$ cat config.mk
export PLATFORM = sky130hd
export DESIGN_NAME = rce_commit_eval
export DESIGN_NICKNAME = d
export VERILOG_FILES = /design/src/rtl/rce_pkg.sv /design/src/rtl/rce_slot_table.sv /design/src/rtl/rce_dep_store.sv /design/src/rtl/rce_order_gate.sv /design/src/rtl/rce_commit_eval.sv
export SDC_FILE = /design/constraint.sdc
export NUM_CORES = 2
export LEC_CHECK = 0
export CAP_MARGIN = 20
export CELL_PAD_IN_SITES_DETAIL_PLACEMENT = 2
export CELL_PAD_IN_SITES_GLOBAL_PLACEMENT = 2
export CORE_UTILIZATION = 40
export CTS_BUF_LIST = sky130_fd_sc_hd__clkbuf_16
export CTS_CLUSTER_SIZE = 24
export DETAILED_ROUTE_END_ITERATION = 12
export PLACE_DENSITY = 0.91
export SLEW_MARGIN = 20
export SYNTH_ARGS = -nofsm -noshare
export SYNTH_HDL_FRONTEND = slang
export SYNTH_SLANG_ARGS = --single-unit
$ cat constraint.sdc
create_clock -name clk -period 7.45 [get_ports clk]
set_clock_uncertainty 0.1 [all_clocks]
set_input_delay 0.745 -clock clk [delete_from_list [all_inputs] [get_ports clk]]
set_output_delay 0.745 -clock clk [all_outputs]
set_load 0.05 [all_outputs]
$ cat src/rtl/rce_pkg.sv
package rce_pkg;

    parameter int CORE_W   = 2;
    parameter int THREAD_W = 2;
    parameter int TXID_W   = 6;

    typedef struct packed {
        logic [CORE_W-1:0]   core;
        logic [THREAD_W-1:0] thread;
        logic [TXID_W-1:0]   txid;
    } txn_id_t;

    typedef enum logic [1:0] {
        REC_TXN = 2'd0,
        REC_TAG = 2'd1,
        REC_DEP = 2'd2,
        REC_END = 2'd3
    } rec_kind_t;

    typedef enum logic [2:0] {
        PH_LOAD,
        PH_BASE,
        PH_DEP,
        PH_OUT,
        PH_FIN
    } phase_t;

    function automatic int idx_width(input int n);
        return (n > 1) ? $clog2(n) : 1;
    endfunction

endpackage

$ cat src/rtl/rce_slot_table.sv
module rce_slot_table
    import rce_pkg::*;
#(
    parameter int MAX_TXN = 16,
    parameter int CNT_W   = 4,
    localparam int SLOT_W = idx_width(MAX_TXN),
    localparam int NS_W   = $clog2(MAX_TXN + 1)
) (
    input  logic              clk,
    input  logic              rst,
    input  logic              clr,
    input  logic              alloc_en,
    input  txn_id_t           alloc_id,
    input  txn_id_t           lk_a_id,
    output logic              lk_a_hit,
    output logic [SLOT_W-1:0] lk_a_idx,
    input  txn_id_t           lk_b_id,
    output logic              lk_b_hit,
    output logic [SLOT_W-1:0] lk_b_idx,
    input  logic              tag_en,
    input  logic [CNT_W-1:0]  tag_num,
    input  logic              base_en,
    input  logic              adj_en,
    input  logic [SLOT_W-1:0] adj_tx,
    input  logic [SLOT_W-1:0] adj_ty,
    input  logic [CNT_W-1:0]  adj_n,
    input  logic [SLOT_W-1:0] rd_idx,
    output txn_id_t           rd_id,
    output logic [NS_W-1:0]   n_slots,
    output logic [MAX_TXN-1:0] ok_vec
);

    localparam logic [CNT_W-1:0] CNT_MAX = {CNT_W{1'b1}};

    logic [MAX_TXN-1:0] match_a;
    logic [MAX_TXN-1:0] match_b;
    txn_id_t            id_arr [MAX_TXN];
    logic               room;

    assign room = (n_slots < NS_W'(MAX_TXN));

    always_ff @(posedge clk) begin
        if (rst || clr) begin
            n_slots <= '0;
        end else if (alloc_en && room) begin
            n_slots <= n_slots + 1'b1;
        end
    end

    for (genvar i = 0; i < MAX_TXN; i++) begin : g_slot
        localparam logic [NS_W-1:0]   IDX_N = NS_W'(i);
        localparam logic [SLOT_W-1:0] IDX_S = SLOT_W'(i);

        txn_id_t          id_q;
        logic [CNT_W-1:0] cnt_q;
        logic [CNT_W-1:0] total_q;
        logic             seen_q;
        logic             ok_q;
        logic             live;
        logic [CNT_W:0]   sum_raw;
        logic [CNT_W-1:0] sum_sat;

        assign live    = (IDX_N < n_slots);
        assign sum_raw = {1'b0, cnt_q} + {1'b0, adj_n};
        assign sum_sat = sum_raw[CNT_W] ? CNT_MAX : sum_raw[CNT_W-1:0];

        always_ff @(posedge clk) begin
            if (rst) begin
                id_q    <= '0;
                cnt_q   <= '0;
                total_q <= '0;
                seen_q  <= 1'b0;
                ok_q    <= 1'b0;
            end else if (alloc_en && room && (n_slots == IDX_N)) begin
                id_q    <= alloc_id;
                cnt_q   <= '0;
                total_q <= '0;
                seen_q  <= 1'b0;
                ok_q    <= 1'b0;
            end else if (tag_en && lk_a_hit && (lk_a_idx == IDX_S)) begin
                if (cnt_q != CNT_MAX) begin
                    cnt_q <= cnt_q + 1'b1;
                end
                if (tag_num != '0) begin
                    total_q <= tag_num;
                    seen_q  <= 1'b1;
                end
            end else if (base_en) begin
                ok_q <= live && seen_q && (cnt_q == total_q);
            end else if (adj_en && (adj_tx == IDX_S)) begin
                if (ok_vec[adj_ty]) begin
                    cnt_q <= sum_sat;
                    ok_q  <= seen_q && (sum_sat == total_q);
                end else begin
                    ok_q  <= 1'b0;
                end
            end
        end

        assign match_a[i] = live && (id_q == lk_a_id);
        assign match_b[i] = live && (id_q == lk_b_id);
        assign ok_vec[i]  = ok_q;
        assign id_arr[i]  = id_q;
    end

    always_comb begin
        lk_a_hit = 1'b0;
        lk_a_idx = '0;
        lk_b_hit = 1'b0;
        lk_b_idx = '0;
        for (int i = MAX_TXN - 1; i >= 0; i--) begin
            if (match_a[i]) begin
                lk_a_hit = 1'b1;
                lk_a_idx = SLOT_W'(i);
            end
            if (match_b[i]) begin
                lk_b_hit = 1'b1;
                lk_b_idx = SLOT_W'(i);
            end
        end
    end

    assign rd_id = id_arr[rd_idx];

endmodule

$ cat src/rtl/rce_dep_store.sv
module rce_dep_store
    import rce_pkg::*;
#(
    parameter int MAX_DEP = 8,
    parameter int SLOT_W  = 4,
    parameter int CNT_W   = 4,
    localparam int DP_W   = idx_width(MAX_DEP),
    localparam int DN_W   = $clog2(MAX_DEP + 1)
) (
    input  logic              clk,
    input  logic              rst,
    input  logic              clr,
    input  logic              wr_en,
    input  logic [SLOT_W-1:0] wr_tx,
    input  logic [SLOT_W-1:0] wr_ty,
    input  logic [CNT_W-1:0]  wr_n,
    input  logic [DP_W-1:0]   rd_idx,
    output logic [SLOT_W-1:0] rd_tx,
    output logic [SLOT_W-1:0] rd_ty,
    output logic [CNT_W-1:0]  rd_n,
    output logic [DN_W-1:0]   n_deps
);

    logic [SLOT_W-1:0] tx_mem [MAX_DEP];
    logic [SLOT_W-1:0] ty_mem [MAX_DEP];
    logic [CNT_W-1:0]  n_mem  [MAX_DEP];
    logic [DP_W-1:0]   wr_ptr;

    assign wr_ptr = DP_W'(n_deps);

    always_ff @(posedge clk) begin
        if (rst) begin
            n_deps <= '0;
            for (int i = 0; i < MAX_DEP; i++) begin
                tx_mem[i] <= '0;
                ty_mem[i] <= '0;
                n_mem[i]  <= '0;
            end
        end else if (clr) begin
            n_deps <= '0;
        end else if (wr_en && (n_deps < DN_W'(MAX_DEP))) begin
            tx_mem[wr_ptr] <= wr_tx;
            ty_mem[wr_ptr] <= wr_ty;
            n_mem[wr_ptr]  <= wr_n;
            n_deps         <= n_deps + 1'b1;
        end
    end

    assign rd_tx = tx_mem[rd_idx];
    assign rd_ty = ty_mem[rd_idx];
    assign rd_n  = n_mem[rd_idx];

endmodule

$ cat src/rtl/rce_order_gate.sv
module rce_order_gate #(
    parameter int MAX_TXN = 16
) (
    input  logic [MAX_TXN-1:0] ok_vec,
    output logic [MAX_TXN-1:0] keep_vec
);

    assign keep_vec[0] = ok_vec[0];

    for (genvar i = 1; i < MAX_TXN; i++) begin : g_chain
        assign keep_vec[i] = keep_vec[i-1] & ok_vec[i];
    end

endmodule

$ cat src/rtl/rce_commit_eval.sv
module rce_commit_eval
    import rce_pkg::*;
#(
    parameter int MAX_TXN = 16,
    parameter int MAX_DEP = 8,
    parameter int CNT_W   = 4,
    localparam int SLOT_W = idx_width(MAX_TXN),
    localparam int NS_W   = $clog2(MAX_TXN + 1),
    localparam int DP_W   = idx_width(MAX_DEP),
    localparam int DN_W   = $clog2(MAX_DEP + 1)
) (
    input  logic                clk,
    input  logic                rst,
    input  logic                in_valid,
    input  logic [1:0]          in_kind,
    input  logic [CORE_W-1:0]   in_core,
    input  logic [THREAD_W-1:0] in_thread,
    input  logic [TXID_W-1:0]   in_txid,
    input  logic [CORE_W-1:0]   in_peer_core,
    input  logic [THREAD_W-1:0] in_peer_thread,
    input  logic [TXID_W-1:0]   in_peer_txid,
    input  logic [CNT_W-1:0]    in_num,
    output logic                out_valid,
    output logic [SLOT_W-1:0]   out_slot,
    output logic [CORE_W-1:0]   out_core,
    output logic [THREAD_W-1:0] out_thread,
    output logic [TXID_W-1:0]   out_txid,
    output logic                out_commit,
    output logic                done
);

    phase_t            ph;
    rec_kind_t         kind;
    txn_id_t           rec_id;
    txn_id_t           peer_id;
    txn_id_t           rd_id;
    logic              loading;
    logic              alloc_en;
    logic              tag_en;
    logic              dep_wr;
    logic              clr;
    logic              a_hit, b_hit;
    logic [SLOT_W-1:0] a_idx, b_idx;
    logic [SLOT_W-1:0] out_ptr;
    logic [DP_W-1:0]   dep_ptr;
    logic [SLOT_W-1:0] dep_tx, dep_ty;
    logic [CNT_W-1:0]  dep_n;
    logic [NS_W-1:0]   n_slots;
    logic [DN_W-1:0]   n_deps;
    logic [MAX_TXN-1:0] ok_vec;
    logic [MAX_TXN-1:0] keep_vec;
    logic              last_slot;

    assign kind    = rec_kind_t'(in_kind);
    assign rec_id  = '{core: in_core, thread: in_thread, txid: in_txid};
    assign peer_id = '{core: in_peer_core, thread: in_peer_thread, txid: in_peer_txid};

    assign loading  = (ph == PH_LOAD) && in_valid;
    assign alloc_en = loading && (kind == REC_TXN);
    assign tag_en   = loading && (kind == REC_TAG);
    assign dep_wr   = loading && (kind == REC_DEP) && a_hit && b_hit;
    assign clr      = (ph == PH_FIN) || ((ph == PH_OUT) && (n_slots == '0));
    assign last_slot = (NS_W'(out_ptr) == (n_slots - 1'b1));

    rce_slot_table #(
        .MAX_TXN (MAX_TXN),
        .CNT_W   (CNT_W)
    ) u_slots (
        .clk      (clk),
        .rst      (rst),
        .clr      (clr),
        .alloc_en (alloc_en),
        .alloc_id (rec_id),
        .lk_a_id  (rec_id),
        .lk_a_hit (a_hit),
        .lk_a_idx (a_idx),
        .lk_b_id  (peer_id),
        .lk_b_hit (b_hit),
        .lk_b_idx (b_idx),
        .tag_en   (tag_en),
        .tag_num  (in_num),
        .base_en  (ph == PH_BASE),
        .adj_en   (ph == PH_DEP),
        .adj_tx   (dep_tx),
        .adj_ty   (dep_ty),
        .adj_n    (dep_n),
        .rd_idx   (out_ptr),
        .rd_id    (rd_id),
        .n_slots  (n_slots),
        .ok_vec   (ok_vec)
    );

    rce_dep_store #(
        .MAX_DEP (MAX_DEP),
        .SLOT_W  (SLOT_W),
        .CNT_W   (CNT_W)
    ) u_deps (
        .clk    (clk),
        .rst    (rst),
        .clr    (clr),
        .wr_en  (dep_wr),
        .wr_tx  (a_idx),
        .wr_ty  (b_idx),
        .wr_n   (in_num),
        .rd_idx (dep_ptr),
        .rd_tx  (dep_tx),
        .rd_ty  (dep_ty),
        .rd_n   (dep_n),
        .n_deps (n_deps)
    );

    rce_order_gate #(
        .MAX_TXN (MAX_TXN)
    ) u_order (
        .ok_vec   (ok_vec),
        .keep_vec (keep_vec)
    );

    always_ff @(posedge clk) begin
        if (rst) begin
            ph         <= PH_LOAD;
            out_ptr    <= '0;
            dep_ptr    <= '0;
            out_valid  <= 1'b0;
            out_slot   <= '0;
            out_core   <= '0;
            out_thread <= '0;
            out_txid   <= '0;
            out_commit <= 1'b0;
            done       <= 1'b0;
        end else begin
            done      <= 1'b0;
            out_valid <= 1'b0;
            case (ph)
                PH_LOAD: begin
                    if (in_valid && (kind == REC_END)) begin
                        ph <= PH_BASE;
                    end
                end
                PH_BASE: begin
                    out_ptr <= '0;
                    if (n_deps != '0) begin
                        dep_ptr <= DP_W'(n_deps - 1'b1);
                        ph      <= PH_DEP;
                    end else begin
                        ph <= PH_OUT;
                    end
                end
                PH_DEP: begin
                    if (dep_ptr == '0) begin
                        ph <= PH_OUT;
                    end else begin
                        dep_ptr <= dep_ptr - 1'b1;
                    end
                end
                PH_OUT: begin
                    if (n_slots == '0) begin
                        done <= 1'b1;
                        ph   <= PH_LOAD;
                    end else begin
                        out_valid  <= 1'b1;
                        out_slot   <= out_ptr;
                        out_core   <= rd_id.core;
                        out_thread <= rd_id.thread;
                        out_txid   <= rd_id.txid;
                        out_commit <= keep_vec[out_ptr];
                        if (last_slot) begin
                            ph <= PH_FIN;
                        end else begin
                            out_ptr <= out_ptr + 1'b1;
                        end
                    end
                end
                PH_FIN: begin
                    done <= 1'b1;
                    ph   <= PH_LOAD;
                end
                default: ph <= PH_LOAD;
            endcase
        end
    end

endmodule

# After elaboration in Yosys (flattened, before gate mapping)
# Memory sizes are Yosys's and may differ from the RTL's. A register that Yosys moved wholly into a read port is not among the register bits.
# Cells that the tools add are included.
dict set report totals {
  word_cells 915
  out_inout_bits 17
  ram_bits 96
  input_bits 29
  reg_bits 356
  n_memories 3
}
dict set report classes {
  magnitude_cmp 21
  eq_ne 172
  bitwise 34
  n_reduce_logical 272
  muxes 251
  addsub 38
}
# memory depth width rd rd_clocked_by_memory_dff write_ports line
set mem_list {}
lappend mem_list {u_deps.n_mem 8 4 1 1 8 rce_dep_store.sv:26} ;# logic [CNT_W-1:0] n_mem [MAX_DEP];
lappend mem_list {u_deps.tx_mem 8 4 1 1 8 rce_dep_store.sv:24} ;# logic [SLOT_W-1:0] tx_mem [MAX_DEP];
lappend mem_list {u_deps.ty_mem 8 4 1 1 8 rce_dep_store.sv:25} ;# logic [SLOT_W-1:0] ty_mem [MAX_DEP];
# cell count
set ops {}
lappend ops {{4-bit 2-to-1 mux} 133}
lappend ops {{10-bit == test} 32}
lappend ops {{1-bit logical AND} 139}
lappend ops {{4-bit == test} 32}
lappend ops {{2-bit nonzero test} 50}
lappend ops {{1-bit 2-to-1 mux} 94}
lappend ops {{4-bit by 4-bit adder with 5-bit output} 16}
lappend ops {{2-bit != test (second input constant)} 37}
lappend ops {{4-bit by 1-bit adder with 4-bit output (second input constant)} 18}
lappend ops {{2-bit AND reduction} 33}
lappend ops {{4-bit == test (second input constant)} 16}
lappend ops {{4-bit != test (second input constant)} 16}
lappend ops {{4-bit AND reduction} 16}
lappend ops {{3-bit 2-to-1 mux} 15}
lappend ops {{10-bit binary-select mux with 4-bit select} 1}
lappend ops {{5-bit by 4-bit == test with 1-bit output (second input constant)} 8}
lappend ops {{4-bit by 5-bit less-than comparator with 1-bit output (first input constant)} 8}
lappend ops {{2-bit OR reduction} 18}
lappend ops {{4-bit by 3-bit == test with 1-bit output (second input constant)} 8}
lappend ops {{5-bit by 3-bit == test with 1-bit output (second input constant)} 4}
lappend ops {{3-bit by 5-bit less-than comparator with 1-bit output (first input constant)} 4}
lappend ops {{10-bit 2-to-1 mux} 2}
lappend ops {{1-bit inverter} 18}
lappend ops {{4-bit by 2-bit == test with 1-bit output (second input constant)} 4}
lappend ops {{35 further kinds} 66}

# Depth between registers and ports, before layout
dict set report depth {
  word_depth 27
  mapped_depth 17
  mapped_depth_nobuf 14
}

# Modules after synthesis
# A second synthesis with hierarchy kept.
dict set report hier_totals {
  hier_cells 3441
  area_unflattened_um2 31181.2
}
# mod area_per_inst_um2 n_inst seq_area_each_um2 cells_each
set by_module_without_submodules {}
lappend by_module_without_submodules {rce_slot_table 24887.6 1 6506.2 2960}
lappend by_module_without_submodules {rce_dep_store 4647.0 1 2962.8 281}
lappend by_module_without_submodules {rce_commit_eval 1473.9 1 540.5 171}
lappend by_module_without_submodules {rce_order_gate 172.7 1 0.0 29}

# Least setup slack after synthesis
# OpenSTA, ideal clock, no wires.
dict set report synth_path {
  path_type {register -> register}
  start {register (tool-made name)}
  end {register u_slots.g_slot[5].ok_q}
  path_slack_ns 1.423
  stages_incl_launch_ff 16
  setup_time_ns 0.065
  path_buffers 3
  synth_period_minus_slack_ns 6.027
  arrival_ns 5.862
  t_required_ns 7.285
  path_cell_list {dfxtp_1 buf_2 buf_2 buf_2 mux4_2 mux2i_1 inv_1 ha_1 a21o_1 a21oi_1 xnor2_1 nor2_1 xnor2_1 or3_1 a31o_1 nor2_1}
}
# element line
set synth_rtl {}
lappend synth_rtl {{end signal: assignment} rce_slot_table.sv:89} ;# ok_q <= live && seen_q && (cnt_q == total_q);
lappend synth_rtl {{end signal: assignment} rce_slot_table.sv:93} ;# ok_q <= seen_q && (sum_sat == total_q);
lappend synth_rtl {{end: declaration} rce_slot_table.sv:58} ;# logic ok_q;

# Worst setup path in the final report
dict set report layout_path {
  start {register u_slots.n_slots[2]}
  end {register u_slots.g_slot[11].total_q[3]}
}
dict set report layout_between {
  elab_chain_cells 21
  elab_cells_between_ends 73
  classes_between {order compare: 17; eq/ne: 2; mux: 32; reduce/logical: 22}
}
# element line
set layout_rtl {}
lappend layout_rtl {{start: declaration} rce_slot_table.sv:29} ;# output logic [NS_W-1:0] n_slots,
lappend layout_rtl {{start signal: assignment} rce_slot_table.sv:46} ;# n_slots <= n_slots + 1'b1;
lappend layout_rtl {{4-bit by 5-bit less-than comparator with 1-bit output} rce_slot_table.sv:63} ;# assign live = (IDX_N < n_slots);
lappend layout_rtl {{1-bit logical AND} rce_slot_table.sv:100} ;# assign match_a[i] = live && (id_q == lk_a_id);
lappend layout_rtl {{4-bit 2-to-1 mux / 1-bit 2-to-1 mux (equally long branches) (16 in a row)} rce_slot_table.sv:112} ;# if (match_a[i]) begin
lappend layout_rtl {{4-bit == test / 1-bit logical AND (equally long branches)} rce_slot_table.sv:80} ;# end else if (tag_en && lk_a_hit && (lk_a_idx == IDX_S)) begin
lappend layout_rtl {{1-bit logical AND} rce_slot_table.sv:80}
lappend layout_rtl {{2-bit AND reduction (no source line)} -}
lappend layout_rtl {{end signal: assignment} rce_slot_table.sv:85} ;# total_q <= tag_num;
lappend layout_rtl {{end: declaration} rce_slot_table.sv:56} ;# logic [CNT_W-1:0] total_q;
# Several ways; a longest one is shown, not always the timed one.
# A chain may end at the register's enable or synchronous reset.

==> flow_metrics.env <==
export IMPL_critPathRequiredTime_ns=7.84
export IMPL_multiInputGateArea_mm2=0.0182
export IMPL_io_pins=46
export IMPL_syn_mean_instance_area_um2=8.63
export IMPL_critical_path_class="flop to flop"
export IMPL_top_usage_layer="met2"
export IMPL_ir_drop_uv=197
export IMPL_synthTopCellsByArea="dfxtp_1 (24%), edfxtp_1 (9.7%), xnor2_1 (8.0%)"
export IMPL_synth_cells=3429
export IMPL_max_slew_margin=0.159
export IMPL_postLayoutCoreUtil=0.443
export IMPL_synth_top_family_by_area="simple AND/OR/NAND/NOR gates"
export IMPL_cts_root_buf="clkbuf_16"
export IMPL_dieArea_mm2=0.0750
export IMPL_antenna_found_initial=16
export IMPL_slowest_stage="dfxtp_1"
export IMPL_dpl_cell_area_mm2=0.0306
export IMPL_dp_hpwl_mm=95.1
export IMPL_async_reset_ff_frac=0
export IMPL_hold_class="flop to flop"
export IMPL_yosys_register_bits=455
export IMPL_grt_max_degree=85
export IMPL_initial_core_util=0.405
export IMPL_grtUsageMet1=0.464
export IMPL_synth_enable_flop_cells=96
export IMPL_final_cell_area_mm2=0.0324
export IMPL_n_fill_cell=7892
export IMPL_syn_num_nets=3563
export IMPL_area_delta_synth_final_pct=9.38
export IMPL_ant_nets=0
export IMPL_num_rows=99
export IMPL_cts_sink_count=455
export IMPL_dr_total_vias=30100
export IMPL_yosysTopAreaCell="dfxtp_1"
export IMPL_cts_tree="done"
export IMPL_cp_max_fo=19
export IMPL_cp_arrival_ns=6.25
export IMPL_synth_adder_area_share=0.0485
export IMPL_fin_crit_sh=0.786
export IMPL_fp_dieW_um=274
export IMPL_max_freq_ghz=0.171
export IMPL_startpoint_type="flop"
export IMPL_ctsResizeCount=0
export IMPL_synthSimpleGateAreaFrac=0.219
export IMPL_h_tree_depth=2
export IMPL_clk_latency_ns=0.65
export IMPL_syn_area_mm2=0.0296
export IMPL_cts_path_max_buffers=3
export IMPL_status="finished clean"
export IMPL_synth_compound_area_frac=0.122
export IMPL_met2_usage=0.634
export IMPL_worstSetupEndpointType="flop"
export IMPL_postCtsSetupBuffers=0
export IMPL_grt_ovfl_total=0
export IMPL_gp_congestion=0.962
export IMPL_grt_pass1_vias=32600
export IMPL_rsz0062_at_grt="no"
export IMPL_wirelength_mm=153
export IMPL_nets=3492
export IMPL_coreArea_mm2=0.0731
export IMPL_drv_cap=0
export IMPL_p_per_area_mw_per_mm2=196
export IMPL_numCtsBuffers=54
export IMPL_worst_pin_slew_ns=1.26
export IMPL_ff_latch_area_mm2=0.0101
export IMPL_track_usage=0.402
export IMPL_maxSlewViolCount=0
export IMPL_drt_iter0_markers=3306
export IMPL_setup_viol=0
export IMPL_grt_pass1_wl_mm=224
export IMPL_hold_violations=0
export IMPL_synth_top_cell_area_share=0.243
export IMPL_ys_types=95
export IMPL_die_y_um=274
export IMPL_drc=0
export IMPL_synth_warnings=0
export IMPL_first_pass_iters=6
export IMPL_synth_xor_area_frac=0.141
export IMPL_yosys_top_cells_count="nand2_1 (396), dfxtp_1 (359), nor2_1 (306)"
export IMPL_fin_crit_ns=5.86
export IMPL_synthMuxAreaShare=0.0824
export IMPL_ctsHoldBuffers=0
export IMPL_r2r_setup_slack_ns=1.59
export IMPL_routed_via_density=6.89
export IMPL_met3_usage=0.113
export IMPL_routedWlPerCell_um=35.0
export IMPL_seq_area_frac_synth=0.340
export IMPL_fin_tns_setup_ns=0
export IMPL_drive_gt1_frac=0.0797
export IMPL_clk_pin_slew_ns=0.07
export IMPL_port_buffers=45
export IMPL_synth_ff_type="dfxtp_1"
export IMPL_power_leakage_nw=11.4
export IMPL_synth_most_common_cell="nand2_1"
export IMPL_max_stage_delay_ns=0.95
export IMPL_path_cells="a21oi_1, or4_1, nor3_1, or4_1, a21oi_1, o21a_2, a31o_2, nor2_1, nand2_1, a22oi_1, nor2_1"
[layer usage]
metal | vias to the layer above | routed length [um]
met4 | 12 | 13700
met5 | - | 83
met2 | 2147 | 68500
met1 | 15100 | 54900
met3 | 893 | 15700
li1 | 11900 | -
[where the power goes]
group	switching (W)	internal (W)	total [W]
logic	0.000680	0.000305	0.000985
clock network	0.00123	0.00154	0.00278
registers	0.0000414	0.00255	0.00259
total	0.00196	0.00440	0.00635
[flip-flops by register name (all words and copies together) (netlist names), named ones only]
name	count
dep_ptr	3
ph	3
done	1
out_ptr	4
u_deps.tx_mem	32
out_valid	1
u_slots.n_slots	5
u_deps.ty_mem	32
out_commit	1
u_slots.g_slot.total_q	64
out_slot	4
u_deps.n_mem	32
u_deps.n_deps	4
u_slots.g_slot.seen_q	16
out_thread	2
u_slots.g_slot.ok_q	16
out_txid	6
u_slots.g_slot.cnt_q	64
u_slots.g_slot.id_q	160
out_core	2
[worst paths after layout]
path | from | end | cells past startpoint
min | out_txid[1]$_SDFFE_PP0P_ | out_txid[1]$_SDFFE_PP0P_ | 2
max reg2reg | u_slots.n_slots[2]$_SDFFE_PP0P_ | u_slots.g_slot[11].total_q[3]$_SDFFE_PP0P_ | 11
max | u_slots.n_slots[2]$_SDFFE_PP0P_ | u_slots.g_slot[11].total_q[3]$_SDFFE_PP0P_ | 11
min reg2reg | out_txid[1]$_SDFFE_PP0P_ | out_txid[1]$_SDFFE_PP0P_ | 2
[layout make-up]
type,instances,share of cell area
Clock buffer,55,0.0425
Inverter,92,0.0107
Sequential cell,455,0.311
Tap cell,959,0.0371
Timing Repair Buffer,98,0.0247
Clock inverter,43,0.0111
Multi-Input combinational cell,2657,0.562
Antenna cell,4,0.000309
[logic make-up (layout without fill, tap and decap cells)]
logic type               Yosys count  after routing
AO/OA/AOI/OAI                    596            596
XOR/XNOR                         477            477
buffers and inverters            317            288
multiplexers                     149            149
AND/OR/NAND/NOR                 1330           1330
flip-flops                       455            455
adder cells (fa/ha/maj)          105            105
other                              0              4
[metrics by stage]
step | cells | total power, W | setup slack (ns) | hold slack, ns
after global placement | 4261 | 0.00349 | 2.18 | 0.343
after detailed placement | 4261 | 0.00354 | 1.75 | 0.351
after CTS | 4359 | 0.00630 | 1.88 | 0.363
final | 4363 | 0.00635 | 1.59 | 0.361
after global routing | 4359 | 0.00646 | 1.69 | 0.373
after floorplan | 3429 | 0.00323 | 1.42 | 0.339
[placed cells by master, fill, tap and decap left out, types with 13 or more instances in the layout]
master,n
nand2_1,396
dfxtp_1,357
nor2_1,306
a21oi_1,287
xnor2_1,270
xor2_1,207
nand3_1,182
inv_1,97
edfxtp_1,96
ha_1,89
o21ai_0,85
nand4_1,75
mux4_2,74
nor4_1,73
nor3_1,66
mux2i_1,66
nor2b_1,56
clkbuf_16,55
buf_4,53
a22oi_1,47
nand2b_1,43
clkdlybuf4s50_1,34
a31oi_1,31
and2_1,25
a21o_1,24
clkinv_1,19
o31ai_1,18
fa_1,16
nand4b_1,15
a211oi_1,15
o211ai_1,14
or2_2,13
[critical path: cells and delay by family, from the launching register on]
family	cells	cell delay [ns]
flops	1	0.95
simple gates	6	2.84
compound gates	5	1.79
Power figures use the tool's default switching activity.
